`config.mk`:
```
export PLATFORM = sky130hd
export DESIGN_NAME = mem_cycle_seq
export DESIGN_NICKNAME = d
export VERILOG_FILES = /design/src/rtl/mcs_pkg.sv /design/src/rtl/mcs_phase_ctrl.sv /design/src/rtl/mcs_req_latch.sv /design/src/rtl/mcs_bus_drive.sv /design/src/rtl/mcs_rd_capture.sv /design/src/rtl/mem_cycle_seq.sv
export SDC_FILE = /design/constraint.sdc
export NUM_CORES = 1
export LEC_CHECK = 0
export CORE_MARGIN = 4
export CORE_UTILIZATION = 25
export CTS_CLUSTER_SIZE = 8
export DETAILED_ROUTE_END_ITERATION = 8
export DONT_BUFFER_PORTS = 1
export GPL_ROUTABILITY_DRIVEN = 0
export HOLD_SLACK_MARGIN = 0.06
export PLACE_DENSITY_LB_ADDON = 0.15
export SLEW_MARGIN = 20
export SYNTH_ARGS = -nofsm -noshare
export SYNTH_HDL_FRONTEND = slang
export SYNTH_SLANG_ARGS = --single-unit
```
`constraint.sdc`:
```
create_clock -name clk -period 1.96 [get_ports clk]
set_clock_uncertainty 0.05 [all_clocks]
set_input_delay 0.294 -clock clk [delete_from_list [all_inputs] [get_ports clk]]
set_output_delay 0.294 -clock clk [all_outputs]
set_load 0.01 [all_outputs]
```
`src/rtl/mcs_pkg.sv`:
```
package mcs_pkg;

  // Integer ceiling division for positive operands.
  function automatic int ceil_div(input int num, input int den);
    return (num + den - 1) / den;
  endfunction

  // Clocks per bus cycle: the slower memory timing over the clock period.
  function automatic int phase_count(input int period_ns, input int access_ns,
                                     input int write_ns);
    int slowest;
    slowest = (access_ns > write_ns) ? access_ns : write_ns;
    return ceil_div(slowest, period_ns);
  endfunction

endpackage

```
`src/rtl/mcs_phase_ctrl.sv`:
```
module mcs_phase_ctrl #(
  parameter int NUM_PHASES = 4,
  localparam int PW = $clog2(NUM_PHASES + 1)
) (
  input  logic          clk,
  input  logic          rst_n,
  input  logic          accept,
  output logic [PW-1:0] phase,
  output logic          phase_first,
  output logic          phase_last,
  output logic          active
);

  localparam logic [PW-1:0] LAST = PW'(NUM_PHASES);

  // phase 0 is idle; 1..NUM_PHASES are T1..TN
  always_ff @(posedge clk or negedge rst_n) begin
    if (!rst_n) begin
      phase <= '0;
    end else if (accept) begin
      phase <= PW'(1);
    end else if (phase == LAST) begin
      phase <= '0;
    end else if (phase != '0) begin
      phase <= phase + PW'(1);
    end
  end

  assign active      = (phase != '0);
  assign phase_first = (phase == PW'(1));
  assign phase_last  = (phase == LAST);

  assert_phase_range_R8: assert property (@(posedge clk) disable iff (!rst_n)
    phase <= LAST);

  assert_phase_advance_R8: assert property (@(posedge clk) disable iff (!rst_n)
    (active && !phase_last) |=> (phase == $past(phase) + PW'(1)));

endmodule

```
`src/rtl/mcs_req_latch.sv`:
```
module mcs_req_latch #(
  parameter int AW = 10,
  parameter int DW = 16
) (
  input  logic          clk,
  input  logic          rst_n,
  input  logic          accept,
  input  logic          req_write,
  input  logic [AW-1:0] req_addr,
  input  logic [DW-1:0] req_wdata,
  output logic          wr_q,
  output logic [AW-1:0] addr_q,
  output logic [DW-1:0] wdata_q
);

  always_ff @(posedge clk or negedge rst_n) begin
    if (!rst_n) begin
      wr_q    <= 1'b0;
      addr_q  <= '0;
      wdata_q <= '0;
    end else if (accept) begin
      wr_q    <= req_write;
      addr_q  <= req_addr;
      wdata_q <= req_wdata;
    end
  end

  assert_hold_without_accept_R6: assert property (@(posedge clk) disable iff (!rst_n)
    !$past(accept) |-> ($stable(addr_q) && $stable(wr_q) && $stable(wdata_q)));

endmodule

```
`src/rtl/mcs_bus_drive.sv`:
```
module mcs_bus_drive #(
  parameter int AW = 10,
  parameter int DW = 16
) (
  input  logic          active,
  input  logic          phase_first,
  input  logic          wr_q,
  input  logic [AW-1:0] addr_q,
  input  logic [DW-1:0] wdata_q,
  output logic [AW-1:0] mem_addr,
  output logic          mem_en,
  output logic          mem_rw,
  output logic [DW-1:0] mem_wdata
);

  logic strobe_phase;
  assign strobe_phase = active && !phase_first;  // T2..TN

  always_comb begin
    mem_addr  = addr_q;
    mem_en    = active;
    mem_rw    = 1'b1;
    mem_wdata = '0;
    if (strobe_phase && wr_q) begin
      mem_rw    = 1'b0;
      mem_wdata = wdata_q;
    end
  end

endmodule

```
`src/rtl/mcs_rd_capture.sv`:
```
module mcs_rd_capture #(
  parameter int DW = 16
) (
  input  logic          clk,
  input  logic          rst_n,
  input  logic          phase_last,
  input  logic          wr_q,
  input  logic [DW-1:0] mem_rdata,
  output logic [DW-1:0] rd_data,
  output logic          done
);

  always_ff @(posedge clk or negedge rst_n) begin
    if (!rst_n) begin
      rd_data <= '0;
      done    <= 1'b0;
    end else begin
      done <= phase_last;
      if (phase_last && !wr_q) begin
        rd_data <= mem_rdata;
      end
    end
  end

  assert_done_single_R7: assert property (@(posedge clk) disable iff (!rst_n)
    done |=> !done);

endmodule

```
`src/rtl/mem_cycle_seq.sv`:
```
module mem_cycle_seq #(
  parameter int AW        = 10,
  parameter int DW        = 16,
  parameter int PERIOD_NS = 20,
  parameter int ACCESS_NS = 65,
  parameter int WRITE_NS  = 75
) (
  input  logic          clk,
  input  logic          rst_n,
  input  logic          req_valid,
  input  logic          req_write,
  input  logic [AW-1:0] req_addr,
  input  logic [DW-1:0] req_wdata,
  output logic          req_ready,
  output logic          busy,
  output logic          done,
  output logic [DW-1:0] rd_data,
  output logic [AW-1:0] mem_addr,
  output logic          mem_en,
  output logic          mem_rw,
  output logic [DW-1:0] mem_wdata,
  input  logic [DW-1:0] mem_rdata
);

  localparam int NUM_PHASES = mcs_pkg::phase_count(PERIOD_NS, ACCESS_NS, WRITE_NS);
  localparam int PW         = $clog2(NUM_PHASES + 1);

  // named internal events
  logic          accept;
  logic          active;
  logic          phase_first;
  logic          phase_last;
  logic [PW-1:0] phase;
  logic          wr_q;
  logic [AW-1:0] addr_q;
  logic [DW-1:0] wdata_q;

  assign req_ready = !active;
  assign busy      = active;
  assign accept    = req_valid && req_ready;

  mcs_phase_ctrl #(.NUM_PHASES(NUM_PHASES)) phase_i (
    .clk(clk), .rst_n(rst_n), .accept(accept), .phase(phase),
    .phase_first(phase_first), .phase_last(phase_last), .active(active)
  );

  mcs_req_latch #(.AW(AW), .DW(DW)) latch_i (
    .clk(clk), .rst_n(rst_n), .accept(accept), .req_write(req_write),
    .req_addr(req_addr), .req_wdata(req_wdata),
    .wr_q(wr_q), .addr_q(addr_q), .wdata_q(wdata_q)
  );

  mcs_bus_drive #(.AW(AW), .DW(DW)) drive_i (
    .active(active), .phase_first(phase_first), .wr_q(wr_q),
    .addr_q(addr_q), .wdata_q(wdata_q), .mem_addr(mem_addr),
    .mem_en(mem_en), .mem_rw(mem_rw), .mem_wdata(mem_wdata)
  );

  mcs_rd_capture #(.DW(DW)) capture_i (
    .clk(clk), .rst_n(rst_n), .phase_last(phase_last), .wr_q(wr_q),
    .mem_rdata(mem_rdata), .rd_data(rd_data), .done(done)
  );

  assert_accept_starts_cycle_R2: assert property (@(posedge clk) disable iff (!rst_n)
    accept |=> (mem_en && phase_first));

  assert_t1_read_select_R3: assert property (@(posedge clk) disable iff (!rst_n)
    $rose(mem_en) |-> (mem_rw && (mem_wdata == '0)));

  assert_write_after_t1_R4: assert property (@(posedge clk) disable iff (!rst_n)
    $fell(mem_rw) |-> (mem_en && $past(mem_en)));

  assert_addr_held_R6: assert property (@(posedge clk) disable iff (!rst_n)
    (mem_en && !phase_first) |-> $stable(mem_addr));

  assert_idle_safe_R9: assert property (@(posedge clk) disable iff (!rst_n)
    !mem_en |-> (mem_rw && (mem_wdata == '0)));

  assert_done_when_idle_R7: assert property (@(posedge clk) disable iff (!rst_n)
    done |-> (!mem_en && $past(mem_en)));

endmodule

```
# ---- Word level (Yosys, flattened, before mapping)
# Index checks and enable logic that the tools add are counted.
# Widths: inputs -> output; s select.
dict set report word_totals {
  out_inout_bits 47
  ff_bits 47
  input_bits 46
}
dict set report op_classes {
  n_eq_ne 2
  n_mux 5
  add_sub_neg 1
  reduce_logical 9
}
# op n
set ops {}
lappend ops {{$mux 16} 1}
lappend ops {{$mux 3} 3}
lappend ops {{$reduce_bool 3->1} 2}
lappend ops {{$logic_and 1x1->1} 4}
lappend ops {{$add 3x1->3 const B} 1}
lappend ops {{$eq 3x1->1 const B} 1}
lappend ops {{$eq 3x3->1 const B} 1}
lappend ops {{$logic_not 1->1} 3}
lappend ops {{$mux 1} 1}

# ---- Longest topological paths before layout
# Gate-level depths: netlist (run 1).
dict set report depth {
  depth_word 5
  depth_mapped 7
  depth_no_buf 4
}

# ---- Modules after synthesis
# A second synthesis (run 1) with hierarchy kept.
dict set report unflattened {
  hier_cells 145
  area_unflattened_um2 2279.7
}
# module area_per_inst_um2 instances cells_each seq_area_each_um2
set modules_own_cells {}
lappend modules_own_cells {mcs_req_latch 1106.1 1 57 675.6}
lappend modules_own_cells {mcs_rd_capture 688.2 1 36 425.4}
lappend modules_own_cells {mcs_bus_drive 280.3 1 31 0.0}
lappend modules_own_cells {mcs_phase_ctrl 195.2 1 19 75.1}
lappend modules_own_cells {mem_cycle_seq 10.0 1 2 0.0}

# ---- Worst setup path before layout (run 1)
# OpenSTA, ideal clock, no wires.
dict set report synth_path {
  path_kind {register -> output}
  startpoint {register phase_i.phase[0]}
  endpoint {output port mem_wdata[0]}
  slack_ps 191
  path_stages_with_launch 7
  required_time_ps 1616
  arrival_ps 1425
  path_cell_list {dfrtp_1 -> inv_1 -> ha_1 -> buf_4 -> o21ba_2 -> clkbuf_1 -> and3b_1}
}
dict set report synth_between {
  elab_chain_cells 5
  elab_cells_between_ends 6
}
# item line_no
set synth_rtl {}
lappend synth_rtl {{from (decl)} mcs_phase_ctrl.sv:8} ;# output logic [PW-1:0] phase,
lappend synth_rtl {{from (signal assigned)} mcs_phase_ctrl.sv:25} ;# phase <= phase + PW'(1);
lappend synth_rtl {{$eq 3x1->1} mcs_phase_ctrl.sv:30} ;# assign phase_first = (phase == PW'(1));
lappend synth_rtl {{$logic_not 1->1} mcs_bus_drive.sv:17} ;# assign strobe_phase = active && !phase_first;
lappend synth_rtl {{$logic_and 1x1->1 (*)} mcs_bus_drive.sv:17}
lappend synth_rtl {{$logic_and 1x1->1 (*)} mcs_bus_drive.sv:24} ;# if (strobe_phase && wr_q) begin
lappend synth_rtl {{$mux 16 (*)} mcs_bus_drive.sv:24}
lappend synth_rtl {{to (decl)} mem_cycle_seq.sv:21} ;# output logic [DW-1:0] mem_wdata,
# Every way passes the cells marked *; elsewhere a longest branch is shown, timed or not.

# ---- Final worst setup path (run 1)
dict set report layout_path {
  startpoint {register phase_i.phase[1]}
  endpoint {output port mem_wdata[8]}
}
# The elaborated chain is that of the path after synthesis.

==> impl_results.md, run 1 <==
- Syn. warnings: 0
- Core box area: 8260 um^2
- Post-Syn Area: 2140 um^2
- Die Ht: 100 um
- Final Core Density: between 20 and 30%
- First-pass GRT wire length: 6.78 mm
- CP endpoint: mem_wdata[8]
- Rel. slew slack: ~73%
- Actual slew at the worst max-slew pin: 0.402 ns
- Die W: 100 um
- Sequential share of power: 43.6%
- Worst r2r src: phase_i.phase[0]
- Port Buffers: 0
- CP max stage delay: 0.40 ns
- Gr usage total: 8.88%
- Antenna violations before repair: 0
- Top cells by area, synth: dfrtp_1, mux2_4, mux2_2, and3b_1, buf_12
- Commonest non-fill, non-tap cell in the layout: dfrtp_1
- Initial Utilization: 25.9%
- Logic pwr share: 37.4%
- First drt pass iteration count: 3
- Type of the worst setup path: register to output pin
- Required time of the critical path: 1.62 ns
- CTS Buf Count: 5
- Antenna fix cells: 0
- HPWL after DPL: roughly 3.1 mm
- Synth Net Count: 182
- # clock sinks: 47
- CTS tree: yes
- Crit. End Element: output pin
- Clock share of power: 19.0%
- Vias post-DR: approximately 1100
- Post-synth top area share: 55.0%
- Setup TNS: 0 ns
- DRC: 0
- Largest net degree at the start of global routing: 48
- Period utilization: 95.0%
- Setup Viol. Count Final: 0
- Clock buffer depth: 2
- Num rows: 33
- Setup slack after layout: approximately 0.097 ns
- CP Max Fanout: 4
- Seq cells post-synth: 47
- Max-cap viol count: 0
- CP Data Arrival Time: 1.52 ns
- Worst skew pair latency: 0.29 ns
- I/O pins: slightly above 90
- Root Driver: clkbuf_8
- Cell internal pwr: 0.00296 W
- Register-to-Register Path Depth: 5
- Worst reg2reg setup slack: 0.31 ns
- Routed Antenna Nets: 0
- # nets final: 188
- RR Endpoint: phase_i.phase[1]
- Vias in the first global route: 1244
- Mapped Avg Cell Area: 16.1 um^2
- RSZ-0062 raised after global routing: no
- Fillers: around 850
- Die Footprint: 10100 um^2
- Mapped Cells: 133
- CTS H-tree depth: 2
- Critical Path Start: phase_i.phase[1]
- Crit path time final: 1.86 ns
- CP Launch Type: register
- Total grt overflow: 0
- Power density over the cells: ~1800 nW/um^2
- Sw Pwr: 0.00148 W
- Net Sw Frac: 33.4%
- Pre-CTS WS: around 0.21 ns
- Synth cell types: 20
- Most frequent cells in the layout: dfrtp_1, mux2_2, mux2_4
- Final hold violations: 0
- DR vias/cell: 4.42
- Status: finished clean
- DR WL/cell: 18.5 um
- Crit-path cells: inv_1 > ha_2 > o21ba_2 > and3b_2
- Area delta synth->final: 14.5%
- Yosys top cell by area: dfrtp_1
- VDD IR-drop max: 0.000439 V
- Clock transition at path regs: about 0.09 ns
- Final wirelength: around 4.5 mm
- Fmax: 0.537 GHz
- Slowest-stage cell, CP: dfrtp_1
- Initial DRC Count: 13
- Cell leakage power: 1.17 nW
- Share of layout cells above drive strength 1: 52.1%
- Seq/Total Area, Yosys: a little under three fifths
- Slew Limit Fails: 0
- Hold Path Class: primary input to register
## cell type report
cell class / instances / area, um^2 / area share (%)
flip-flops and latches: 47 / 1180 / 48.0
multi-input cells: 76 / 913 / 37.3
well taps: 105 / 131 / 5.37
repair buffers: 6 / 80.1 / 3.27
clock buffers: 5 / 68.8 / 2.81
clock inverters: 3 / 67.6 / 2.76
inverters: 3 / 11.3 / 0.460
## through the flow
stage	std cells	cell area, um^2	total power (W)	hold slack, ns
3_5_place_dp	232	2210	0.00346	-0.0506
3_3_place_gp	232	2210	0.00338	-0.0504
6_report	245	2450	0.00444	0.0855
4_1_cts	244	2410	0.00446	0.0677
2_1_floorplan	133	2140	0.00319	-0.0516
5_1_grt	245	2450	0.00472	0.0625
## metal layers
metal	routed length [um]	vias up	track usage (%)	share of wire (%)
met2	2420	45	15.8	53
met3	269	5	2.98	5.9
met4	60	0	3.11	1.3
met5	0	-	0	0
met1	1780	556	9.87	39
li1	-	477	-	-
## cells by family (layout without fill, tap and decap cells)
| group | Yosys count | count (layout) | share of synthesized area (%) |
|---|---|---|---|
| flip-flops | 47 | 47 | 55.0 |
| multiplexers | 45 | 45 | 27.2 |
| AND/OR/NAND/NOR | 23 | 23 | 10.0 |
| buffers and inverters | 12 | 17 | 4.86 |
| adder cells (fa/ha/maj) | 3 | 3 | 1.76 |
| AO/OA/AOI/OAI | 2 | 4 | 0.819 |
| XOR/XNOR | 1 | 1 | 0.410 |
## sequential cells by signal, indices dropped and copies added (netlist names)
signal             count
phase_i.phase          3
capture_i.rd_data     16
capture_i.done         1
latch_i.wr_q           1
latch_i.wdata_q       16
latch_i.addr_q        10
## worst min-delay path by stage
stage                                 end  depth (start not counted)         start
floorplan                  capture_i.done                          0         rst_n
global placement    capture_i.rd_data[11]                          0         rst_n
detailed placement  capture_i.rd_data[15]                          0         rst_n
CTS                     latch_i.addr_q[2]                          1   req_addr[2]
global route         capture_i.rd_data[5]                          1  mem_rdata[5]
finish                  latch_i.addr_q[2]                          1   req_addr[2]
## critical path: cells and delay by family, from the launching register on
family,cells,cell delay (ns)
fa+ha+maj,1,0.24
compound gates,1,0.21
buf+inv,1,0.12
flops,1,0.40
simple gates,1,0.25
## synthesized netlist by cell type
master / n
mux2i_1: 1
xnor2_1: 1
and2_2: 1
ha_1: 3
buf_4: 3
buf_6: 2
o21bai_1: 1
inv_1: 3
dfrtp_1: 47
nor3b_1: 1
nor2_1: 1
mux2_4: 20
and3b_1: 16
o21ba_2: 1
nand2b_1: 1
buf_12: 2
and2b_2: 1
clkbuf_1: 2
mux2_2: 24
nand3b_4: 2
## power groups by stage
stage | registers, W | logic [W] | clock network, W
after floorplan | 0.00184 | 0.00136 | 0
after detailed placement | 0.00196 | 0.00150 | 0
after global placement | 0.00194 | 0.00144 | 0
after CTS | 0.00195 | 0.00163 | 0.000890
final | 0.00194 | 0.00166 | 0.000841
after global routing | 0.00199 | 0.00182 | 0.000914
## timing repair
action | in CTS | in global routing
setup endpoints to repair | 19 | 15
gates resized for setup | 4 | 8
pin swaps | 1 | 0
gates cloned | 1 | 1
setup buffers | 1 | 0
endpoints found under the hold margin | 47 | 0
hold buffers | 2 | 0
Power figures use the tool's default switching activity.
==> run 2: changes to the inputs <==
Clock period 1.96 ns to 2.25 ns, I/O delays scaled along.
==> run 2 against run 1 <==
Compared with the run above:
- hold slack better by 0.041 ns
- first-iteration DRC count is 62% higher
- sequential share of layout area increased by 2.8 points
- via count shrank 4.8%
- routed wire length decreased by 3.9%
- final area down 5.6%
- cell count fell by 2.4%
- critical endpoint is now mem_wdata[12]
==> impl_results.md, run 2 (same netlist as run 1, synthesis figures left out) <==
- Die W: 100 um
- Setup TNS: 0 ns
- DR WL/cell: 18.2 um
- Logic pwr share: 35.7%
- Crit path time final: around 2.1 ns
- CP Launch Type: register
- Share of layout cells above drive strength 1: 44.0%
- Initial DRC Count: 21
- Postcts setup bufs: 0
- Antenna fix cells: 0
- Worst skew pair latency: approximately 0.3 ns
- Slew Limit Fails: 0
- Hold Path Class: primary input to register
- Port Buffers: 0
- Vias post-DR: 1031
- Final cell count without fillers: 239
- Cell internal pwr: 0.00224 W
- DRC: 0
- Area after DPL: 2180 um^2
- Total grt overflow: 0
- Vias in the first global route: 1218
- Max-cap viol count: 0
- Rel. slew slack: 65.2%
- First drt pass iteration count: 2
- Largest net degree at the start of global routing: 48
- Commonest non-fill, non-tap cell in the layout: dfrtp_1
- I/O pins: 93
- Area delta synth->final: 8.13%
- WP buf/inv: 1
- Die Footprint: 10100 um^2
- Setup Viol. Count Final: 0
- Fmax: 0.483 GHz
- Power density over the cells: 1500 nW/um^2
- CP max stage delay: 0.44 ns
- CTS Buf Count: 5
- VDD IR-drop max: 0.000359 V
- Crit. End Element: output pin
- Actual slew at the worst max-slew pin: 0.522 ns
- Gr usage total: just under 9%
- Clock transition at path regs: 0.09 ns
- Period utilization: 92.0%
- Status: finished clean
- Routed Antenna Nets: 0
- Kind of cell adding the most delay to the critical path: flip-flops
- CTS tree: yes
- Final instance area: 2310 um^2
- Slowest-stage cell, CP: dfrtp_1
- HPWL after DPL: 3.13 mm
- Net Sw Frac: 35.5%
- Cell leakage power: 1.11 nW
- Initial Utilization: 25.9%
- CP Max Fanout: 17
- Tot Pwr: 0.00347 W
- Most frequent cells in the layout: dfrtp_1, mux2_2, mux2_4
- DR vias/cell: around 4.3
- Final hold violations: 0
- First-pass GRT wire length: 6.90 mm
- CTS H-tree depth: 2
- Die Ht: 100 um
- # clock sinks: 47
- Top Registers: capture_i.rd_data x16, latch_i.wdata_q x16, latch_i.addr_q x10
- Clock share of power: 14.8%
- # nets final: 182
- Antenna violations before repair: 0
- RSZ-0062 raised after global routing: no
- Root Driver: clkbuf_8
- Required time of the critical path: between 1.5 and 2 ns
- Crit-path cells: inv_1 > ha_2 > o21ba_4 > and3b_1
- Core box area: between 8000 and 9000 um^2
- Type of the worst setup path: register to output pin
- Clock buffer depth: 2
- Sw Pwr: 0.00123 W
- Setup slack after layout: 0.181 ns
- Post-Place Cells: 229
- Num rows: 33
- Sequential share of power: 49.6%
- Final wirelength: 4.35 mm
- CP Data Arrival Time: approximately 1.7 ns
- Pre-CTS WS: 0.199 ns
[run 2: path summary, 6_finish.rpt]
check / startpoint / to / slack (ns) / cells past startpoint
setup / recovery: phase_i.phase[0] / mem_wdata[12] / 0.18 / 4
hold / removal: req_addr[1] / latch_i.addr_q[1] / 0.13 / 1
setup reg to reg: phase_i.phase[0] / latch_i.addr_q[5] / 0.33 / 4
hold reg to reg: latch_i.wdata_q[1] / latch_i.wdata_q[1] / 0.46 / 1
max in group asynchronous: rst_n / latch_i.wdata_q[11] / 1.45 / 2
min in group asynchronous: rst_n / capture_i.rd_data[12] / 0.49 / 2
[run 2: power by group through the flow]
stage / combinational (W) / clock, W / sequential [W]
floorplan: 0.00118 / 0 / 0.00160
global placement: 0.00117 / 0 / 0.00172
detailed placement: 0.00123 / 0 / 0.00175
CTS: 0.00127 / 0.000551 / 0.00174
global route: 0.00135 / 0.000587 / 0.00179
finish: 0.00124 / 0.000512 / 0.00172
[run 2: area by class of cell]
cell class	instances	area (um^2)
inverter	3	11.3
sequential	47	1180
tap	105	131
timing repair buffer	2	37.5
fill	857	5950
clock buffer	5	68.8
clock inverter	3	20.0
multi-input combinational	74	867
[run 2: layer usage]
layer	track usage (%)	vias to the layer above	wire (um)
li1	-	455	-
met1	9.53	524	1560
met2	16.2	46	2410
met3	3.04	6	315
met4	3.42	0	71
met5	0	-	0
[run 2: what timing repair did]
action / 4_1_cts / 5_1_grt
hold endpoints to repair: 47 / 0
gates resized for setup: 1 / 1
hold buffers: 2 / 0
setup endpoints to repair: 17 / 17
[run 2: stage by stage]
step / utilization (%) / hold slack, ns
2_1_floorplan: - / -0.00809
3_3_place_gp: 26.4 / -0.00685
3_5_place_dp: 26.4 / -0.00691
4_1_cts: 28.0 / 0.114
5_1_grt: 28.0 / 0.0987
6_report: 28.0 / 0.127
==> run 3: changes to the inputs <==
--- a/constraint.sdc
+++ b/constraint.sdc
@@ -3,3 +3,3 @@
 set_input_delay 0.3375 -clock clk [delete_from_list [all_inputs] [get_ports clk]]
 set_output_delay 0.3375 -clock clk [all_outputs]
-set_load 0.01 [all_outputs]
+set_load 0.02 [all_outputs]
==> run 3 against run 2 <==
Compared with the run above:
- routed wire length shrank 2.1%
- die area unchanged
- via count down 1.8%
- critical path depth unchanged
- global-route usage down 0.24 points
- core utilization about the same
- cell count unchanged
==> impl_results.md, run 3 (same netlist as run 1, synthesis figures left out) <==
- Status: finished clean
- Final wirelength: between 4 and 5 mm
- Core box area: 8260 um^2
- RR Endpoint: latch_i.addr_q[5]
- WP buf/inv: 1
- Worst reg2reg setup slack: 0.37 ns
- Max-cap viol count: 0
- GR Layer Usage met1: between 9 and 10%
- HPWL after DPL: 3.11 mm
- DRC: 0
- CP Data Arrival Time: 1.71 ns
- Hold Path Class: primary input to register
- DR WL/cell: 17.8 um
- Slowest-stage cell, CP: dfrtp_1
- Antenna fix cells: 0
- # nets final: 182
- Clock transition at path regs: 0.09 ns
- Die Ht: 100 um
- Initial Utilization: 25.9%
- Fmax: 0.477 GHz
- Vias post-DR: 1012
- Register-to-Register Path Depth: 4
- Clock buffer depth: 2
- Vias in the first global route: 1240
- Rel. slew slack: 63.5%
- Final hold violations: 0
- # clock sinks: 47
- Die W: around 100 um
- I/O pins: 93
- Commonest non-fill, non-tap cell in the layout: dfrtp_1
- Final cell count without fillers: 239
- Worst r2r src: phase_i.phase[0]
- Share of layout cells above drive strength 1: 45.5%
- Initial DRC Count: 30
- Tot Pwr: 0.00379 W
- Required time of the critical path: about 1.9 ns
- Routed Antenna Nets: 0
- Actual slew at the worst max-slew pin: 0.547 ns
- Worst Hold Depth: 1
- Gr usage total: 8.70%
- Hold Crit Start: req_addr[1]
- Met2 Track Usage GR: between 15 and 20%
- Hold Path End: latch_i.addr_q[1]
- Total grt overflow: 0
- Post-Place Cells: 229
- CP Launch Type: register
- First drt pass iteration count: 2
- VDD IR-drop max: 0.000404 V
- Crit. End Element: output pin
- Antenna violations before repair: 0
- Period utilization: 93.1%
- RSZ-0062 raised after global routing: no
- CTS tree: yes
- Busiest grt layer: met2
- Num rows: 33
- Crit-path cells: inv_1 > ha_2 > o21ba_4 > and3b_1
- DR vias/cell: 4.23
- Postcts setup bufs: 0
- Setup Viol. Count Final: 0
- CP Max Fanout: 17
- Root Driver: clkbuf_8
- Cell leakage power: 1.11 nW
- Kind of cell adding the most delay to the critical path: flip-flops
- Largest net degree at the start of global routing: 48
- CP max stage delay: between 0.4 and 0.5 ns
- Fillers: around 860
- CTS Buf Count: 5
- CTS H-tree depth: 2
- Die Footprint: 10100 um^2
- Power density over the cells: ~1600 nW/um^2
- First-pass GRT wire length: 6.73 mm
- Top Registers: capture_i.rd_data x16, latch_i.wdata_q x16, latch_i.addr_q x10
- Area delta synth->final: 8.25%
- Most frequent cells in the layout: dfrtp_1, mux2_2, mux2_4
- Crit path time final: 2.09 ns
- GR Util met3: slightly below 3%
- Port Buffers: 0
- Type of the worst setup path: register to output pin
- Slew Limit Fails: 0
- Setup TNS: 0 ns
- Worst skew pair latency: 0.29 ns
- Final hold slack: 0.128 ns
- Final Core Density: ~28%
run 3: cell counts in the layout (fill, tap and decap cells not counted):
No cell type changed its count.
run 3: power by group:
group / total, W / internal [W] / switching, W
clock network: 0.000508 / 0.000217 / 0.000291
logic: 0.00138 / 0.000749 / 0.000628
registers: 0.00190 / 0.00127 / 0.000631
run 3: area by class of cell:
| type | count | area, um^2 | area share [%] |
|---|---|---|---|
| Tap cell | 105 | 131 | 5.68 |
| Timing Repair Buffer | 2 | 37.5 | 1.62 |
| Clock inverter | 3 | 20.0 | 0.865 |
| Multi-Input combinational cell | 74 | 870 | 37.6 |
| Sequential cell | 47 | 1180 | 50.8 |
| Inverter | 3 | 11.3 | 0.486 |
| Clock buffer | 5 | 68.8 | 2.97 |
run 3: how the worst max path moves through the flow:
stage                                start            endpoint  depth (start not counted)
final                     phase_i.phase[0]       mem_wdata[14]                          4
after global routing      phase_i.phase[0]       mem_wdata[14]                          4
after CTS                 phase_i.phase[0]       mem_wdata[14]                          4
after detailed placement  phase_i.phase[0]   latch_i.addr_q[4]                          4
after global placement    phase_i.phase[0]  latch_i.wdata_q[7]                          4
after floorplan           phase_i.phase[0]        mem_wdata[0]                          6
run 3: timing repair:
item                       4_1_cts  5_1_grt
setup endpoints to repair       17       17
hold endpoints to repair        47        0
gates resized for setup          3        1
hold buffers                     2        0
run 3: layer usage:
metal	routed length, um	vias up
met2	2350	46
met3	313	5
met4	60	0
met1	1540	507
li1	-	454
met5	0	-
run 3: metrics by stage:
stage | area (um^2) | setup WS [ns]
floorplan | 2140 | 0.370
global placement | 2180 | 0.328
detailed placement | 2180 | 0.224
CTS | 2310 | 0.00425
global route | 2310 | 0.0261
finish | 2310 | 0.156
